**src/rtl/irtx_pkg.sv**
```systemverilog
// Package: shared widths and types for the IR transmit modulator.
// Assumes: all users take widths from here unless overridden per instance.
package irtx_pkg;
    localparam int CNT_W_DEF = 16;
    localparam int HI_W_DEF  = 8;
    localparam int LO_W_DEF  = 8;

    typedef enum logic {
        PH_LOW  = 1'b0,
        PH_HIGH = 1'b1
    } carrier_phase_e;
endpackage

```
**src/rtl/irtx_carrier_gen.sv**
```systemverilog
// Module: carrier generator.
// Produces a square wave: high for hi_len+1 advances, then low for lo_len+1
// advances. The lengths are captured on 'load', which also restarts the wave
// in its high phase. 'wrap' marks the advance that completes a full period.
// Assumes: 'advance' is already qualified by the IR tick and the run state.
module irtx_carrier_gen
    import irtx_pkg::*;
#(
    parameter int HI_W = HI_W_DEF,
    parameter int LO_W = LO_W_DEF
) (
    input  logic            clk,
    input  logic            rst_n,
    input  logic            load,
    input  logic            advance,
    input  logic [HI_W-1:0] hi_len_in,
    input  logic [LO_W-1:0] lo_len_in,
    output logic            level,
    output logic            wrap
);
    localparam int CW = (HI_W > LO_W) ? HI_W : LO_W;

    logic [HI_W-1:0] hi_q;
    logic [LO_W-1:0] lo_q;
    logic [CW-1:0]   cnt_q;
    carrier_phase_e  phase_q;

    logic hi_last, lo_last;

    // Phase end detection against the captured lengths.
    always_comb begin
        hi_last = (cnt_q == CW'(hi_q));
        lo_last = (cnt_q == CW'(lo_q));
    end

    assign level = (phase_q == PH_HIGH);
    assign wrap  = advance && (phase_q == PH_LOW) && lo_last;

    // Captures lengths on load, otherwise steps the phase counter.
    always_ff @(posedge clk) begin
        if (!rst_n) begin
            hi_q    <= '0;
            lo_q    <= '0;
            cnt_q   <= '0;
            phase_q <= PH_HIGH;
        end else if (load) begin
            hi_q    <= hi_len_in;
            lo_q    <= lo_len_in;
            cnt_q   <= '0;
            phase_q <= PH_HIGH;
        end else if (advance) begin
            if (phase_q == PH_HIGH) begin
                if (hi_last) begin
                    phase_q <= PH_LOW;
                    cnt_q   <= '0;
                end else begin
                    cnt_q <= cnt_q + 1'b1;
                end
            end else begin
                if (lo_last) begin
                    phase_q <= PH_HIGH;
                    cnt_q   <= '0;
                end else begin
                    cnt_q <= cnt_q + 1'b1;
                end
            end
        end
    end
endmodule

```
**src/rtl/irtx_interval_ctr.sv**
```systemverilog
// Module: interval down counter.
// Loads load_val on 'load' and decrements on each 'step' until it reaches zero.
// 'expire' flags a step taken while the count is already zero. That step ends
// the interval, so an interval spans load_val+1 steps.
// Assumes: the owner feeds 'expire' back into 'load' to restart at once.
module irtx_interval_ctr
    import irtx_pkg::*;
#(
    parameter int CNT_W = CNT_W_DEF
) (
    input  logic             clk,
    input  logic             rst_n,
    input  logic             run,
    input  logic             load,
    input  logic             step,
    input  logic [CNT_W-1:0] load_val,
    output logic             expire
);
    logic [CNT_W-1:0] cnt_q;
    logic             at_zero;

    // Zero detect on the live count.
    always_comb at_zero = (cnt_q == '0);

    assign expire = run && step && at_zero;

    // Reloads at interval start, else counts toward zero.
    always_ff @(posedge clk) begin
        if (!rst_n) begin
            cnt_q <= '0;
        end else if (load) begin
            cnt_q <= load_val;
        end else if (run && step && !at_zero) begin
            cnt_q <= cnt_q - 1'b1;
        end
    end
endmodule

```
**src/rtl/irtx_out_stage.sv**
```systemverilog
// Module: output stage.
// Captures the data and polarity bits at interval start, then selects the
// pin level. While running: carrier XOR polarity when data is 1, polarity
// when data is 0. While not running: the manual level.
// Assumes: 'run' is the registered active state of the transmitter.
module irtx_out_stage (
    input  logic clk,
    input  logic rst_n,
    input  logic load,
    input  logic run,
    input  logic data_in,
    input  logic pol_in,
    input  logic carrier_lvl,
    input  logic manual_level,
    output logic data_q,
    output logic pol_q,
    output logic ir_out
);
    // Interval-start sampling of the data and polarity bits.
    always_ff @(posedge clk) begin
        if (!rst_n) begin
            data_q <= 1'b0;
            pol_q  <= 1'b0;
        end else if (load) begin
            data_q <= data_in;
            pol_q  <= pol_in;
        end
    end

    // Pin level selection.
    always_comb begin
        if (!run)        ir_out = manual_level;
        else if (data_q) ir_out = carrier_lvl ^ pol_q;
        else             ir_out = pol_q;
    end
endmodule

```
**src/rtl/irtx_modulator.sv**
```systemverilog
// Module: IR carrier modulator and transmit output (top).
// Runs back-to-back intervals while enabled and in transmit mode. Each
// interval start samples data, polarity and carrier lengths together. Counts
// are IR ticks or completed carrier periods. Expiry pulses interval_done and
// sets a sticky pending flag that feeds irq.
// Assumes: tick_en is a clean single-cycle enable from an external divider.
module irtx_modulator
    import irtx_pkg::*;
#(
    parameter int CNT_W = CNT_W_DEF,
    parameter int HI_W  = HI_W_DEF,
    parameter int LO_W  = LO_W_DEF
) (
    input  logic             clk,
    input  logic             rst_n,
    input  logic             tick_en,
    input  logic             tx_enable,
    input  logic             tx_mode,
    input  logic             step_by_clock,
    input  logic             data_bit,
    input  logic             polarity,
    input  logic [CNT_W-1:0] mod_time,
    input  logic [HI_W-1:0]  carrier_high,
    input  logic [LO_W-1:0]  carrier_low,
    input  logic             manual_level,
    input  logic             irq_enable,
    input  logic             done_clear,
    output logic             ir_out,
    output logic             carrier_latch,
    output logic             interval_done,
    output logic             irq
);
    logic active_req;
    logic active_q;
    logic start_now;
    logic end_now;
    logic step;
    logic car_level;
    logic car_wrap;
    logic advance;
    logic sampled_data;
    logic sampled_pol;
    logic pending_q;
    logic done_q;

    // Activation request and derived strobes.
    always_comb begin
        active_req = tx_enable && tx_mode;
        start_now  = active_req && !active_q;
        advance    = active_q && tick_en;
        step       = step_by_clock ? tick_en : car_wrap;
    end

    assign carrier_latch = start_now || end_now;

    // Registered run state.
    always_ff @(posedge clk) begin
        if (!rst_n) active_q <= 1'b0;
        else        active_q <= active_req;
    end

    irtx_carrier_gen #(
        .HI_W(HI_W),
        .LO_W(LO_W)
    ) u_car (
        .clk      (clk),
        .rst_n    (rst_n),
        .load     (carrier_latch),
        .advance  (advance),
        .hi_len_in(carrier_high),
        .lo_len_in(carrier_low),
        .level    (car_level),
        .wrap     (car_wrap)
    );

    irtx_interval_ctr #(
        .CNT_W(CNT_W)
    ) u_ctr (
        .clk     (clk),
        .rst_n   (rst_n),
        .run     (active_q),
        .load    (carrier_latch),
        .step    (step),
        .load_val(mod_time),
        .expire  (end_now)
    );

    irtx_out_stage u_out (
        .clk         (clk),
        .rst_n       (rst_n),
        .load        (carrier_latch),
        .run         (active_q),
        .data_in     (data_bit),
        .pol_in      (polarity),
        .carrier_lvl (car_level),
        .manual_level(manual_level),
        .data_q      (sampled_data),
        .pol_q       (sampled_pol),
        .ir_out      (ir_out)
    );

    // Expiry strobe and sticky pending flag; set wins over clear.
    always_ff @(posedge clk) begin
        if (!rst_n) begin
            done_q    <= 1'b0;
            pending_q <= 1'b0;
        end else begin
            done_q <= end_now;
            if (end_now)         pending_q <= 1'b1;
            else if (done_clear) pending_q <= 1'b0;
        end
    end

    assign interval_done = done_q;
    assign irq           = pending_q && irq_enable;
endmodule

```
**config.mk**
```make
export PLATFORM = sky130hd
export DESIGN_NAME = irtx_modulator
export DESIGN_NICKNAME = d
export VERILOG_FILES = /design/src/rtl/irtx_pkg.sv /design/src/rtl/irtx_carrier_gen.sv /design/src/rtl/irtx_interval_ctr.sv /design/src/rtl/irtx_out_stage.sv /design/src/rtl/irtx_modulator.sv
export SDC_FILE = /design/constraint.sdc
export NUM_CORES = 1
export LEC_CHECK = 0
export ABC_AREA = 1
export BUFFER_PORTS_ARGS = -buffer_cell sky130_fd_sc_hd__buf_2
export CORE_MARGIN = 4
export CORE_UTILIZATION = 31
export CTS_CLUSTER_DIAMETER = 150
export DETAILED_ROUTE_END_ITERATION = 12
export HOLD_SLACK_MARGIN = 0.1
export SYNTH_ARGS = -nofsm -noshare
export SYNTH_HDL_FRONTEND = slang
export SYNTH_HIERARCHICAL = 1
export SYNTH_SLANG_ARGS = --single-unit
```
**constraint.sdc**
```tcl
create_clock -name clk -period 3.6 [get_ports clk]
set_clock_uncertainty 0.15 [all_clocks]
set_input_delay 0.18 -clock clk [delete_from_list [all_inputs] [get_ports clk]]
set_output_delay 0.18 -clock clk [all_outputs]
set_load 0.01 [all_outputs]
```
==> key figures <==
Power and ir drop
  – Final Power: 1220 µW
  – VDD IR-drop max: 190 µV
  – LEAKAGE: 0.00154 µW
  – Pwr dens: 362 nW/µm²

Route
  – Routed WL: 6630 µm
  – Final ANT Viol Nets: 0
  – Vias: 2629
  – DR DRC count: 0
  – Drt pass-1 iters: 4
  – Drt via density: 4.51
  – Drt wl/cell: 11.4 µm
  – Iter 0 DRT Violations: 82

STA
  – RSZ-0062 raised after global routing: false
  – Fmax: 0.313 GHz
  – Slew Limit Headroom: 66.3%
  – Fin crit period: 3200 ps
  – Max Slew Vio Count: 0
  – Worst-margin pin slew: 506 ps
  – Final setup violation count: 0
  – Final worst-path cycle share: 88.8%
  – Final hold violations: 0
  – Setup_tns: 0 ps

Hold path
  – WHS Path Cells: 6
  – Hold crit path type: primary input to flop

Clocking
  – Clk_lat worst skew: 300 ps
  – Maximum buffer depth of the clock tree: 2
  – CTS sink count: 46
  – Reg clk slew, reported paths: 90 ps
  – H-tree Lvls: 2
  – CTS tree: done
  – Post-CTS Setup Bufs: 0
  – Clk root buf: clkbuf_8
  – CTS buffer count: 5

Logic synthesis
  – Synth area leader: dfxtp_1
  – Yosys top cell area share: 35.7%
  – Net Count, Synth: 440
  – Post-synthesis async set-or-reset flop share: 0%
  – Seq cells post-synth: 46
  – Synth Area per Inst: 6.52 µm²
  – Count of cell types in the netlist: 30
  – Post-synthesis cell area: 2580 µm²
  – Cell count after synthesis: 395
  – Main synth FF type: dfxtp_1
  – Post-synthesis sequential area ratio: 35.7%
  – EDFF count, synth: 0
  – Yosys warns: 6
  – Largest cells by area after synthesis: dfxtp_1, nand2_1, nor2_1

Final layout
  – Commonest non-fill, non-tap cell in the layout: nand2_1
  – Layout cells sized above 1: 16.2%
  – Area delta synth->final: 31.4%
  – Sequential cell area: 921 µm²
  – Filler cells: 841
  – Antenna diodes: 0
  – Final core occ: 42.9%
  – Nets: 525
  – Multi-input logic area: 1440 µm²
  – Most frequent cells in the layout: nand2_1, nor2_1, dfxtp_1, buf_2, inv_1

Global routing
  – Gr ovfl total: 0
  – Initial antenna violation count: 0
  – Number of global-route vias before repair: 2590
  – Largest net degree at the start of global routing: 32
  – First-pass GRT wire length: 11500 µm
  – Total track usage: 14.2%

Critical path
  – CP Capture Type: flop
  – RR Endpoint: u_car/cnt_q[7]
  – CP Max Fanout: 25
  – FF-to-FF Start: active_q
  – Worst endpoint required time: 3650 ps
  – Flop-to-flop setup slack: 400 ps
  – Critical path class: flop to flop
  – CP Launch Type: flop
  – Crit path DAT: 3240 ps
  – Worst setup path endpoint: u_car/cnt_q[7]
  – Worst setup path startpoint: active_q
  – R2R cell count: 20

Floorplanning
  – Chip height: 99.2 µm
  – Die area: 9830 µm²
  – Ports: 47
  – Core area: 7890 µm²
  – Die X: 99.2 µm
  – Initial Utilization: 32.7%
  – Row count: 32

Placed design
  – Final HPWL DP: 4660 µm
  – Gpl congestion: 0.829
  – PortBufs: 46

Flow run
  – Max cap viols: 0

Status
  – Outcome: completed
## per-stage QoR
stage               hold WS, ps  setup slack (ps)  cell area, µm²  std cells
detailed placement          270               266            2890        537
finish                      186               403            3380        583
global placement            271               381            2890        537
global route                219              52.1            3380        583
floorplan                   128               737            2580        395
CTS                         189               235            3360        582
## critical path, stage by stage (launching register included)
cell        delay, ps
dfxtp_1           400
nand2_1            70
inv_1             160
inv_2              70
nor2_2             70
nand2_1            50
nor2_1            100
nand3_1           110
nor2_2            130
inv_1              50
o21ai_1           110
nand2_1            90
nor4_1            350
inv_1              70
nand2_1           140
buf_4             300
clkinvlp_4        320
nand2_1           140
nor2_2             70
nand2_4           100
nor2_1             50
## cell usage after synthesis, drive strengths merged (2+ instances only)
master and instances:
buf 3, xor2 9, nor3 3, dfxtp 46, inv 45, ha 2, nand4 5, xnor2 9
nor2 86, o21ai 32, nand2 101, nand3 27, clkbuf 3, a21oi 16, and2 2
## final cells by class
| cell class | instances | area share (%) |
|---|---|---|
| multi-input combinational | 296 | 42.4 |
| sequential | 46 | 27.2 |
| timing repair buffer | 84 | 18.0 |
| inverter | 46 | 5.32 |
| tap | 102 | 3.77 |
| clock buffer | 7 | 2.85 |
| clock inverter | 1 | 0.259 |
| timing repair inverter | 1 | 0.222 |
## cells by family after synthesis
family / share of synthesized area [%]
mux: 0.389
xor+xnor: 6.12
compound gates: 9.91
simple gates: 38.1
flops: 35.7
fa+ha+maj: 0.971
buf+inv: 8.74
## worst min-delay path by stage
stage	slack, ps	from	endpoint
CTS	190	step_by_clock	interval_done
detailed placement	270	tx_mode	active_q
global placement	270	carrier_low[7]	u_car/lo_q[7]
global route	220	rst_n	active_q
finish	190	step_by_clock	interval_done
floorplan	130	rst_n	u_ctr/cnt_q[15]
## repair_timing
item	4_1_cts	5_1_grt
endpoints found under the hold margin	36	0
hold buffers	37	0
endpoints found under the setup margin	0	13
gates resized for setup	0	4
## power by group
part	leakage [µW]	internal, µW	switching (µW)
Combinational	0.00111	133	167
Clock	0.0000544	176	183
Sequential	0.000377	539	27.3
Total	0.00154	847	376
## state kept, by name (all words and copies together) (netlist names), 8 cells and up
register	flops
u_car/cnt_q	8
u_car/hi_q	8
u_car/lo_q	8
u_ctr/cnt_q	16
## layer usage
metal,part of all wire (%),wire [µm],vias up,GRT usage (%)
met5,0,0,-,0
met4,0.83,55,0,3.68
met3,3.8,249,6,2.38
met2,50,3320,42,25.2
met1,45,3010,1171,17.8
li1,-,-,1410,-
No activity file was read; power rests on OpenSTA's default activity.
